[config.mk]
export PLATFORM = sky130hd
export DESIGN_NAME = i2c_wiper_ctrl
export DESIGN_NICKNAME = d
export VERILOG_FILES = /design/src/rtl/wpr_pkg.sv /design/src/rtl/wpr_bus_sync.sv /design/src/rtl/wpr_target_fsm.sv /design/src/rtl/wpr_regfile.sv /design/src/rtl/i2c_wiper_ctrl.sv
export SDC_FILE = /design/constraint.sdc
export NUM_CORES = 1
export LEC_CHECK = 0
export ABC_CLOCK_PERIOD_IN_PS = 2490
export BUFFER_PORTS_ARGS = -buffer_cell sky130_fd_sc_hd__buf_2
export CAP_MARGIN = 25
export CORE_MARGIN = 3
export CORE_UTILIZATION = 60
export CTS_CLUSTER_DIAMETER = 40
export DETAILED_ROUTE_END_ITERATION = 8
export GPL_TIMING_DRIVEN = 0
export PLACE_DENSITY = 0.89
export SLEW_MARGIN = 15
export SYNTH_ARGS = -nofsm -noshare
export SYNTH_HDL_FRONTEND = slang
export SYNTH_SLANG_ARGS = --single-unit
[constraint.sdc]
create_clock -name clk -period 2.49 [get_ports clk]
set_input_delay 0.1245 -clock clk [delete_from_list [all_inputs] [get_ports clk]]
set_output_delay 0.1245 -clock clk [all_outputs]
set_load 0.005 [all_outputs]
[src/rtl/wpr_pkg.sv]
// Package wpr_pkg
// Shared register addresses and protocol phase type for the wiper controller.
// Assumes byte-wide register addresses and data.
package wpr_pkg;
    localparam int BYTE_W = 8;

    localparam logic [BYTE_W-1:0] REG_WIPER  = 8'h00;
    localparam logic [BYTE_W-1:0] REG_CTRL   = 8'h01;
    localparam logic [BYTE_W-1:0] REG_SHADOW = 8'h02;

    typedef enum logic [2:0] {
        PH_IDLE  = 3'd0,
        PH_ID    = 3'd1,
        PH_ADDR  = 3'd2,
        PH_WDATA = 3'd3,
        PH_RDATA = 3'd4
    } phase_t;
endpackage

[src/rtl/wpr_bus_sync.sv]
// Module wpr_bus_sync
// Synchronizes SCL and SDA, removes pulses shorter than FILT_LEN cycles and
// produces one-cycle pulses for SCL edges, START and STOP.
// Assumes the bus idles high, so reset values are 1.
module wpr_bus_sync #(
    parameter int FILT_LEN = 3
) (
    input  logic clk,
    input  logic rst_n,
    input  logic scl_i,
    input  logic sda_i,
    output logic sda_q,
    output logic scl_rise,
    output logic scl_fall,
    output logic start_det,
    output logic stop_det
);
    localparam int CNT_W = $clog2(FILT_LEN + 1);

    logic [1:0] raw;
    logic [1:0] filt;
    logic [1:0] filt_d;

    assign raw = {sda_i, scl_i};

    for (genvar g = 0; g < 2; g++) begin : g_line
        logic             s1, s2;
        logic [CNT_W-1:0] cnt;

        // Two-flop synchronizer followed by a stability counter.
        always_ff @(posedge clk) begin
            if (!rst_n) begin
                s1      <= 1'b1;
                s2      <= 1'b1;
                filt[g] <= 1'b1;
                cnt     <= '0;
            end else begin
                s1 <= raw[g];
                s2 <= s1;
                if (s2 == filt[g]) begin
                    cnt <= '0;
                end else if (cnt == CNT_W'(FILT_LEN - 1)) begin
                    filt[g] <= s2;
                    cnt     <= '0;
                end else begin
                    cnt <= cnt + 1'b1;
                end
            end
        end
    end

    // Previous filtered levels for edge detection.
    always_ff @(posedge clk) begin
        if (!rst_n) filt_d <= 2'b11;
        else        filt_d <= filt;
    end

    assign sda_q     = filt[1];
    assign scl_rise  = filt[0] & ~filt_d[0];
    assign scl_fall  = ~filt[0] & filt_d[0];
    assign start_det = filt[0] & filt_d[0] & filt_d[1] & ~filt[1];
    assign stop_det  = filt[0] & filt_d[0] & ~filt_d[1] & filt[1];
endmodule

[src/rtl/wpr_target_fsm.sv]
// Module wpr_target_fsm
// Bus target protocol engine: identification match, address byte, write
// strobes and read streaming with controller acknowledge.
// Assumes one-cycle event pulses from wpr_bus_sync and a combinational read
// port on the register file addressed by rd_addr.
module wpr_target_fsm
    import wpr_pkg::*;
#(
    parameter logic [3:0] DEV_CODE = 4'b1010
) (
    input  logic              clk,
    input  logic              rst_n,
    input  logic              sda_q,
    input  logic              scl_rise,
    input  logic              scl_fall,
    input  logic              start_det,
    input  logic              stop_det,
    input  logic [1:0]        strap,
    input  logic [BYTE_W-1:0] rd_data,
    output logic [BYTE_W-1:0] rd_addr,
    output logic              wr_en,
    output logic [BYTE_W-1:0] wr_addr,
    output logic [BYTE_W-1:0] wr_data,
    output logic              sda_pull
);
    phase_t            phase;
    logic [3:0]        bitcnt;
    logic [BYTE_W-1:0] shreg;
    logic [BYTE_W-1:0] txreg;
    logic [BYTE_W-1:0] addr_q;
    logic              mnack;
    logic              id_match;

    assign id_match = (shreg[7:4] == DEV_CODE) && !shreg[3] && (shreg[2:1] == strap);
    assign rd_addr  = addr_q;

    // Protocol sequencing: shift on SCL rise, act and drive on SCL fall.
    always_ff @(posedge clk) begin
        if (!rst_n) begin
            phase    <= PH_IDLE;
            bitcnt   <= '0;
            shreg    <= '0;
            txreg    <= '0;
            addr_q   <= '0;
            mnack    <= 1'b0;
            wr_en    <= 1'b0;
            wr_addr  <= '0;
            wr_data  <= '0;
            sda_pull <= 1'b0;
        end else begin
            wr_en <= 1'b0;
            if (start_det) begin
                phase    <= PH_ID;
                bitcnt   <= '0;
                sda_pull <= 1'b0;
            end else if (stop_det) begin
                phase    <= PH_IDLE;
                bitcnt   <= '0;
                sda_pull <= 1'b0;
            end else if (phase != PH_IDLE) begin
                if (scl_rise) begin
                    if (bitcnt < 4'd8)  shreg  <= {shreg[6:0], sda_q};
                    if (bitcnt == 4'd8) mnack  <= sda_q;
                    if (bitcnt < 4'd9)  bitcnt <= bitcnt + 1'b1;
                end else if (scl_fall) begin
                    if (bitcnt == 4'd8) begin
                        unique case (phase)
                            PH_ID: begin
                                if (id_match) begin
                                    sda_pull <= 1'b1;
                                    mnack    <= 1'b0;
                                    phase    <= shreg[0] ? PH_RDATA : PH_ADDR;
                                end else begin
                                    phase <= PH_IDLE;
                                end
                            end
                            PH_ADDR: begin
                                addr_q   <= shreg;
                                sda_pull <= 1'b1;
                                phase    <= PH_WDATA;
                            end
                            PH_WDATA: begin
                                wr_en    <= 1'b1;
                                wr_addr  <= addr_q;
                                wr_data  <= shreg;
                                addr_q   <= addr_q + 1'b1;
                                sda_pull <= 1'b1;
                            end
                            PH_RDATA: begin
                                sda_pull <= 1'b0;
                                addr_q   <= addr_q + 1'b1;
                            end
                            default: phase <= PH_IDLE;
                        endcase
                    end else if (bitcnt == 4'd9) begin
                        bitcnt <= '0;
                        if (phase == PH_RDATA && !mnack) begin
                            txreg    <= rd_data;
                            sda_pull <= ~rd_data[7];
                        end else begin
                            sda_pull <= 1'b0;
                            if (phase == PH_RDATA) phase <= PH_IDLE;
                        end
                    end else if (phase == PH_RDATA && bitcnt != 4'd0) begin
                        sda_pull <= ~txreg[6];
                        txreg    <= {txreg[6:0], 1'b0};
                    end
                end
            end
        end
    end

    // the pull output moves only after an SCL fall, START or STOP.
    assert_sda_after_fall_R11: assert property (@(posedge clk) disable iff (!rst_n)
        !$stable(sda_pull) |-> $past(scl_fall || start_det || stop_det));

    // in idle the pin is released.
    assert_idle_released_R1: assert property (@(posedge clk) disable iff (!rst_n)
        (phase == PH_IDLE) |-> !sda_pull);

    // outside read data, the pin is pulled only in the acknowledge slot.
    assert_ack_slot_only_R3: assert property (@(posedge clk) disable iff (!rst_n)
        (sda_pull && phase != PH_RDATA) |-> (bitcnt >= 4'd8));
endmodule

[src/rtl/wpr_regfile.sv]
// Module wpr_regfile
// Wiper, control and shadow registers with power-up recall and a timed
// store. The shadow register stands in for non-volatile storage and holds
// NV_INIT after reset. Writes to the wiper during recall are dropped.
module wpr_regfile
    import wpr_pkg::*;
#(
    parameter int                 WIPER_W    = 7,
    parameter logic [WIPER_W-1:0] NV_INIT    = 7'h40,
    parameter int                 RECALL_CYC = 20,
    parameter int                 STORE_CYC  = 12000
) (
    input  logic               clk,
    input  logic               rst_n,
    input  logic               wr_en,
    input  logic [BYTE_W-1:0]  wr_addr,
    input  logic [BYTE_W-1:0]  wr_data,
    input  logic [BYTE_W-1:0]  rd_addr,
    output logic [BYTE_W-1:0]  rd_data,
    input  logic               shdn_n,
    output logic [WIPER_W-1:0] wiper,
    output logic               shut_flag
);
    localparam int RC_W = $clog2(RECALL_CYC + 1);
    localparam int SC_W = $clog2(STORE_CYC + 1);
    localparam int PAD  = BYTE_W - WIPER_W;

    logic [WIPER_W-1:0] shadow;
    logic               recalling;
    logic [RC_W-1:0]    rcnt;
    logic [SC_W-1:0]    bcnt;
    logic               busy;
    logic               store_req;
    wire                unused_wr_bits = ^wr_data[BYTE_W-1:WIPER_W];

    assign busy      = (bcnt != '0);
    assign store_req = wr_en && (wr_addr == REG_CTRL) && wr_data[0];

    // Wiper register: recall after reset, then bus writes.
    always_ff @(posedge clk) begin
        if (!rst_n) begin
            wiper     <= '0;
            recalling <= 1'b1;
            rcnt      <= '0;
        end else if (recalling) begin
            if (rcnt == RC_W'(RECALL_CYC - 1)) begin
                wiper     <= shadow;
                recalling <= 1'b0;
            end else begin
                rcnt <= rcnt + 1'b1;
            end
        end else if (wr_en && wr_addr == REG_WIPER) begin
            wiper <= wr_data[WIPER_W-1:0];
        end
    end

    // Shadow store and busy window.
    always_ff @(posedge clk) begin
        if (!rst_n) begin
            shadow <= NV_INIT;
            bcnt   <= '0;
        end else if (store_req && !busy) begin
            shadow <= wiper;
            bcnt   <= SC_W'(STORE_CYC);
        end else if (busy) begin
            bcnt <= bcnt - 1'b1;
        end
    end

    // Shutdown flag register.
    always_ff @(posedge clk) begin
        if (!rst_n) shut_flag <= 1'b0;
        else        shut_flag <= ~shdn_n;
    end

    // Read port.
    always_comb begin
        unique case (rd_addr)
            REG_WIPER:  rd_data = {{PAD{1'b0}}, wiper};
            REG_CTRL:   rd_data = {6'd0, shut_flag, busy};
            REG_SHADOW: rd_data = {{PAD{1'b0}}, shadow};
            default:    rd_data = '0;
        endcase
    end

    // the cycle the recall ends, the wiper holds the shadow value.
    assert_recall_loads_R8: assert property (@(posedge clk) disable iff (!rst_n)
        $fell(recalling) |-> (wiper == $past(shadow)));

    // the shadow takes the wiper value when busy starts.
    assert_store_copies_R9: assert property (@(posedge clk) disable iff (!rst_n)
        $rose(busy) |-> (shadow == $past(wiper)));

    // the shadow does not move inside the busy window.
    assert_busy_blocks_R9: assert property (@(posedge clk) disable iff (!rst_n)
        (busy && $past(busy)) |-> $stable(shadow));
endmodule

[src/rtl/i2c_wiper_ctrl.sv]
// Module i2c_wiper_ctrl
// Top level: bus conditioning, protocol engine and register file for a
// 7-bit potentiometer wiper. SDA is open-drain: sda_pull_o=1 pulls low.
module i2c_wiper_ctrl #(
    parameter logic [3:0] DEV_CODE   = 4'b1010,
    parameter int         FILT_LEN   = 3,
    parameter int         RECALL_CYC = 20,
    parameter int         STORE_CYC  = 12000,
    parameter logic [6:0] NV_INIT    = 7'h40
) (
    input  logic       clk,
    input  logic       rst_n,
    input  logic       scl_i,
    input  logic       sda_i,
    output logic       sda_pull_o,
    input  logic [1:0] addr_strap_i,
    input  logic       shdn_n_i,
    output logic [6:0] tap_o,
    output logic       shutdown_o
);
    import wpr_pkg::*;

    logic              sda_q, scl_rise, scl_fall, start_det, stop_det;
    logic              wr_en;
    logic [BYTE_W-1:0] wr_addr, wr_data, rd_addr, rd_data;

    wpr_bus_sync #(.FILT_LEN(FILT_LEN)) u_sync (
        .clk       (clk),
        .rst_n     (rst_n),
        .scl_i     (scl_i),
        .sda_i     (sda_i),
        .sda_q     (sda_q),
        .scl_rise  (scl_rise),
        .scl_fall  (scl_fall),
        .start_det (start_det),
        .stop_det  (stop_det)
    );

    wpr_target_fsm #(.DEV_CODE(DEV_CODE)) u_fsm (
        .clk       (clk),
        .rst_n     (rst_n),
        .sda_q     (sda_q),
        .scl_rise  (scl_rise),
        .scl_fall  (scl_fall),
        .start_det (start_det),
        .stop_det  (stop_det),
        .strap     (addr_strap_i),
        .rd_data   (rd_data),
        .rd_addr   (rd_addr),
        .wr_en     (wr_en),
        .wr_addr   (wr_addr),
        .wr_data   (wr_data),
        .sda_pull  (sda_pull_o)
    );

    wpr_regfile #(
        .WIPER_W    (7),
        .NV_INIT    (NV_INIT),
        .RECALL_CYC (RECALL_CYC),
        .STORE_CYC  (STORE_CYC)
    ) u_regs (
        .clk       (clk),
        .rst_n     (rst_n),
        .wr_en     (wr_en),
        .wr_addr   (wr_addr),
        .wr_data   (wr_data),
        .rd_addr   (rd_addr),
        .rd_data   (rd_data),
        .shdn_n    (shdn_n_i),
        .wiper     (tap_o),
        .shut_flag (shutdown_o)
    );
endmodule

After elaboration in Yosys (flattened, before gate mapping)
Cells that the tools add are included.
{"block": "totals", "rom_bits": 0, "latchBits": 0, "ramBits": 0, "n_memories": 0, "output_inout_bits": 9, "regBits": 95}
{"block": "classes", "shift": 0, "div_mod_pow": 0, "mul": 0, "magnitude_cmp": 2, "n_bitwise": 24, "muxes": 42, "n_addsub": 6, "eq_ne": 27, "reduce_logical": 51}
{"cell": "7-bit two-way mux", "count": 6}
{"cell": "7-bit AND reduction", "count": 5}
{"cell": "14-bit two-way mux", "count": 2}
{"cell": "7-bit case mux with 3 select lines", "count": 1}
{"cell": "4-bit two-way mux", "count": 5}
{"cell": "2-bit nonzero test", "count": 10}
{"cell": "1-bit two-way mux", "count": 19}
{"cell": "3-bit two-way mux", "count": 6}
{"cell": "8-bit by 1-bit == test with 1-bit output (second input constant)", "count": 2}
{"cell": "8-bit zero test", "count": 2}
{"cell": "1-bit inverter", "count": 16}
{"cell": "8-bit case mux with 2 select lines", "count": 1}
{"cell": "14-bit nonzero test", "count": 1}
{"cell": "14-bit by 1-bit subtractor with 14-bit output (second input constant)", "count": 1}
{"cell": "4-bit == test (second input constant)", "count": 3}
{"cell": "3-bit nonzero test", "count": 4}
{"cell": "4-bit nonzero test", "count": 3}
{"cell": "5-bit AND reduction", "count": 2}
{"cell": "3-bit case mux with 3 select lines", "count": 1}
{"cell": "3-bit OR reduction", "count": 3}
{"cell": "8-bit by 1-bit adder with 8-bit output (second input constant)", "count": 1}
{"cell": "8-bit by 2-bit == test with 1-bit output (second input constant)", "count": 1}
{"cell": "1-bit logical AND", "count": 8}
{"cell": "4-bit less-than comparator (second input constant)", "count": 2}
{"cell": "25 further kinds", "count": 47}

Logic depth before layout (Yosys ltp)
{"block": "depth", "ltp_word": 11, "ltp_mapped": 9}

Modules after synthesis
Synthesis repeated with hierarchy kept, for this count alone.
{"block": "hier_totals", "hier_cells": 552, "area_unflattened_um2": 4758.3}
{"mod": "wpr_target_fsm", "n_inst": 1, "seq_area_each_um2": 980.9, "cells_per_inst": 309, "area_per_inst_um2": 2573.7}
{"mod": "wpr_regfile", "n_inst": 1, "seq_area_each_um2": 700.7, "cells_per_inst": 205, "area_per_inst_um2": 1755.4}
{"mod": "wpr_bus_sync", "n_inst": 1, "seq_area_each_um2": 240.2, "cells_per_inst": 38, "area_per_inst_um2": 429.2}

Least setup slack after synthesis
Ideal clock, no wire load.
{"block": "synth_path", "path_kind": "reg2reg", "from": "register u_regs.bcnt[0]", "to": "register u_regs.bcnt[5]", "stages_incl_launch_ff": 8, "path_slack_ns": 0.446, "arrival_ns": 1.910, "setup_time_ns": 0.134, "required_time_ns": 2.356, "period_less_slack_ns": 2.044, "cell_sequence": "dfxtp_1 -> inv_1 -> ha_1 -> or3b_2 -> nor4b_2 -> nor4bb_1 -> nor3_1 -> a211oi_1"}
{"block": "synth_via", "elab_chain_len": 4, "elab_cells_between_ends": 7, "cone_classes": "add/sub: 1; mux: 2; reduce/logical: 4"}
{"element": "from (decl)", "line_no": "wpr_regfile.sv:31", "text": "logic [SC_W-1:0] bcnt;"}
{"element": "from (signal assigned)", "line_no": "wpr_regfile.sv:64", "text": "bcnt <= SC_W'(STORE_CYC);"}
{"element": "from (signal assigned)", "line_no": "wpr_regfile.sv:66", "text": "bcnt <= bcnt - 1'b1;"}
{"element": "parallel branches: the longest is 4 deep, another holds 14-bit by 1-bit subtractor with 14-bit output"}
Parallel ways; which one is timed is not known. The select of a mux whose other input is x is not followed.
A chain may end at the register's enable or synchronous reset.

Worst setup path after layout
{"block": "layout_path", "from": "register u_sync.filt[1], in the netlist u_sync.sda_q", "to": "register u_fsm.txreg[3]"}
{"block": "layout_via", "elab_chain_len": 4, "elab_cells_between_ends": 6, "cone_classes": "bitwise: 5; reduce/logical: 1"}
{"element": "from (decl)", "line_no": "wpr_bus_sync.sv:21", "text": "logic [1:0] filt;"}
{"element": "from (signal, indexed assignment)", "line_no": "wpr_bus_sync.sv:35", "text": "filt[g] <= 1'b1;"}
{"element": "from (signal, indexed assignment)", "line_no": "wpr_bus_sync.sv:43", "text": "filt[g] <= s2;"}
{"element": "1-bit inverter", "line_no": "wpr_bus_sync.sv:61", "text": "assign start_det = filt[0] & filt_d[0] & filt_d[1] & ~filt[1];"}
{"element": "1-bit bitwise AND", "line_no": "wpr_bus_sync.sv:61"}
{"element": "1-bit inverter (no source line)"}
{"element": "8-bit AND reduction (no source line) (*)"}
{"element": "to (signal assigned)", "line_no": "wpr_target_fsm.sv:98", "text": "txreg <= rd_data;"}
{"element": "to (signal assigned)", "line_no": "wpr_target_fsm.sv:106", "text": "txreg <= {txreg[6:0], 1'b0};"}
{"element": "to (decl)", "line_no": "wpr_target_fsm.sv:29", "text": "logic [BYTE_W-1:0] txreg;"}
Mark *: on every way between the ends. The rest lies on a longest branch, timed or not.

==> flow_metrics.env <==
export IMPL_outcome="complete, no violations"
export IMPL_die_y_um=93.0
export IMPL_die_w_um=93.0
export IMPL_synth_top_area_cell="dfxtp_1"
export IMPL_cp_end_kind="flop"
export IMPL_period_minus_slack_ns=2.28
export IMPL_drv_slew=0
export IMPL_hold_slack_ns=0.0971
export IMPL_dr_total_vias=3993
export IMPL_cts_buffers=9
export IMPL_insertion_delay_ns=0.37
export IMPL_avgSynthCellArea_um2=8.69
export IMPL_vias_per_cell=6.10
export IMPL_seq_area_frac_synth=0.419
export IMPL_cts_root_buf="clkbuf_8"
export IMPL_drt_iter0_drc=387
export IMPL_slowest_delay_ns=0.51
export IMPL_grt_max_degree=16
export IMPL_cp_arrival_ns=2.58
export IMPL_overflow=0
export IMPL_cp_start_kind="flop"
export IMPL_p_int_mw=2.49
export IMPL_power_leakage_nw=1.92
export IMPL_syn_num_nets=545
export IMPL_place_hpwl_um=7600
export IMPL_post_route_period_util=0.917
export IMPL_nNetsFinal=573
export IMPL_cp_common_cell="buf_2"
export IMPL_wirelength_um=10600
export IMPL_hold_path_class="input port to flop"
export IMPL_grt_pass1_wl_um=17900
export IMPL_grt_pass1_vias=3774
export IMPL_antenna_cells=0
export IMPL_sw_frac_of_total=0.308
export IMPL_initial_core_util=0.623
export IMPL_worstMarginPinSlew_ns=0.697
export IMPL_p_clk_frac=0.290
export IMPL_setup_tns_final_ns=0
export IMPL_vdd_drop_max_mv=0.426
export IMPL_power_frac_seq=0.481
export IMPL_hold_viol_final=0
export IMPL_maxCapViolations=0
export IMPL_netlist_area_leader_share=0.419
export IMPL_core_um2=7290
export IMPL_worstSetupPathType="flop to flop"
export IMPL_powerDensity_nw_per_um2=723
export IMPL_yosys_register_bits=95
export IMPL_wire_per_inst_um=16.3
export IMPL_worst_ep_required_time_ns=2.79
export IMPL_cp_max_fo=10
export IMPL_antenna_found_initial=0
export IMPL_remaining_drc_errors=0
export IMPL_clk_path_buf_depth=2
export IMPL_rows=31
export IMPL_path_clk_slew_ns=0.09
export IMPL_netlist_instances=523
export IMPL_setup_viol=0
export IMPL_numPortBuffers=14
export IMPL_synth_area_um2=4540
export IMPL_synth_most_common_cell="dfxtp_1"
export IMPL_firstDrtPassIters=6
export IMPL_async_reset_ff_frac=0
export IMPL_cts_tree="done"
export IMPL_ant_nets=0
export IMPL_net_switching_power_mw=1.11
export IMPL_rsz0062_at_grt="no"
export IMPL_fmax_mhz=438
export IMPL_crit_chain="buf_2 -> xor2_1 -> a2111o_1 -> nor3_1 -> buf_2 -> o21ai_0 -> a21oi_1"
export IMPL_post_route_util=0.684
export IMPL_dpl_worst_slack_ns=0.154
export IMPL_yosys_top_cells_area="dfxtp_1, mux2i_1, nor2_1, ha_1, nand2_1"
export IMPL_syn_to_final_growth_pct=9.69
export IMPL_yosys_most_used_dff="dfxtp_1"
export IMPL_power_total_mw=3.60
export IMPL_max_slew_margin=0.535
export IMPL_yosysWarningCount=0
export IMPL_gp_congestion=0.867
export IMPL_skew_ns=0.0104
export IMPL_synth_edf_count=0
export IMPL_grtUsageTotal=0.260
export IMPL_boundaryPins=16
export IMPL_cts_htree_levels=3
export IMPL_final_layout_size_suffix_gt1_frac=0.0953
export IMPL_timing_final_ws_setup_ns=0.206
export IMPL_synthDistinctLibCells=58
export IMPL_synth_commonest_cells="dfxtp_1, nor2_1, nand2_1"
export IMPL_die_area_um2=8650
export IMPL_crit_slowest_cell="a2111o_1"
export IMPL_cts_sinks=95
export IMPL_p_comb_frac=0.229
[cell type report]
| type | instances | area, um2 |
|---|---|---|
| Multi-Input combinational cell | 382 | 2440 |
| Clock inverter | 5 | 56.3 |
| Tap cell | 99 | 124 |
| Clock buffer | 11 | 151 |
| Sequential cell | 95 | 1900 |
| Timing Repair Buffer | 17 | 100 |
| Buffer | 29 | 148 |
| Inverter | 17 | 63.8 |
| Fill cell | 594 | 2310 |
[power groups by stage]
| stage | sequential, mW | combinational [mW] | clock (mW) |
|---|---|---|---|
| after floorplan | 1.74 | 0.649 | 0 |
| after global placement | 1.76 | 0.751 | 0 |
| after detailed placement | 1.77 | 0.788 | 0 |
| after CTS | 1.73 | 0.794 | 1.06 |
| after global routing | 1.75 | 0.919 | 1.12 |
| final | 1.74 | 0.825 | 1.04 |
[cell families (layout without fill, tap and decap cells)]
kind of cell,count (synthesis),after routing,synth area share
DFF,95,95,0.419
buffers and inverters,46,79,0.0465
muxes,35,35,0.0774
and+or+nand+nor,221,221,0.252
xor gates and xnor gates,11,11,0.0212
adders and majority gates,15,15,0.0413
AOI/OAI and AO/OA,100,100,0.143
[per-stage QoR]
stage               cell area (um2)  std cells
global route                   4980        655
finish                         4980        655
CTS                            4980        655
detailed placement             4740        636
global placement               4740        636
floorplan                      4540        523
[worst max-delay path, delay by kind of cell, from the launching register on]
kind	cells	cell delay, ns
compound gates	3	0.78
buf+inv	2	0.47
simple gates	1	0.47
flops	1	0.32
xor+xnor	1	0.18
[placed cells by master (no fill, tap or decap), types with 6 or more instances in the layout]
cell,instances
dfxtp_1,95
nor2_1,74
nand2_1,50
mux2i_1,34
a21oi_1,34
buf_2,20
a211oi_1,18
inv_1,17
nor3_1,17
clkbuf_1,16
ha_1,15
nand3_1,13
o21ai_0,13
clkbuf_8,11
or3_1,10
nand2b_1,9
xnor2_1,8
nor4_1,6
nand3b_1,6
a22oi_1,6
[flip-flops by register name (all words and copies together), names as in the netlist, 2 cells and up]
name	cells
u_fsm.bitcnt	4
u_fsm.phase	3
u_fsm.rd_addr	8
u_fsm.shreg	8
u_fsm.txreg	7
u_fsm.wr_addr	8
u_fsm.wr_data	7
u_regs.bcnt	14
u_regs.rcnt	5
u_regs.shadow	7
u_regs.wiper	7
u_sync.filt_d	2
u_sync.g_line.cnt	4
u_sync.g_line.s1	2
u_sync.g_line.s2	2
[path summary, 6_finish.rpt]
kind	endpoint	startpoint	cells after the start	slack (ns)
max	u_fsm.txreg[3]$_SDFFE_PN0P_	u_sync.sda_q$_SDFFE_PN1P_	7	0.21
min	u_sync.filt_d[1]$_SDFF_PN1_	rst_n	2	0.1
max reg2reg	u_fsm.txreg[3]$_SDFFE_PN0P_	u_sync.sda_q$_SDFFE_PN1P_	7	0.21
min reg2reg	u_sync.g_line[0].cnt[0]$_SDFF_PP0_	u_sync.g_line[0].cnt[0]$_SDFF_PP0_	1	0.43
[repair_timing]
item	in CTS	in global routing
hold endpoints to repair	3	0
hold buffers	3	0
setup buffers	0	0
resized for setup	0	1
endpoints found under the setup margin	0	5
[metal layers]
| metal | share of wire | GRT usage | vias up |
|---|---|---|---|
| li1 | - | - | 1912 |
| met1 | 0.44 | 0.343 | 1879 |
| met2 | 0.46 | 0.410 | 170 |
| met3 | 0.073 | 0.0611 | 32 |
| met4 | 0.029 | 0.105 | 0 |
| met5 | 0 | 0 | - |
Power figures use the tool's default switching activity.
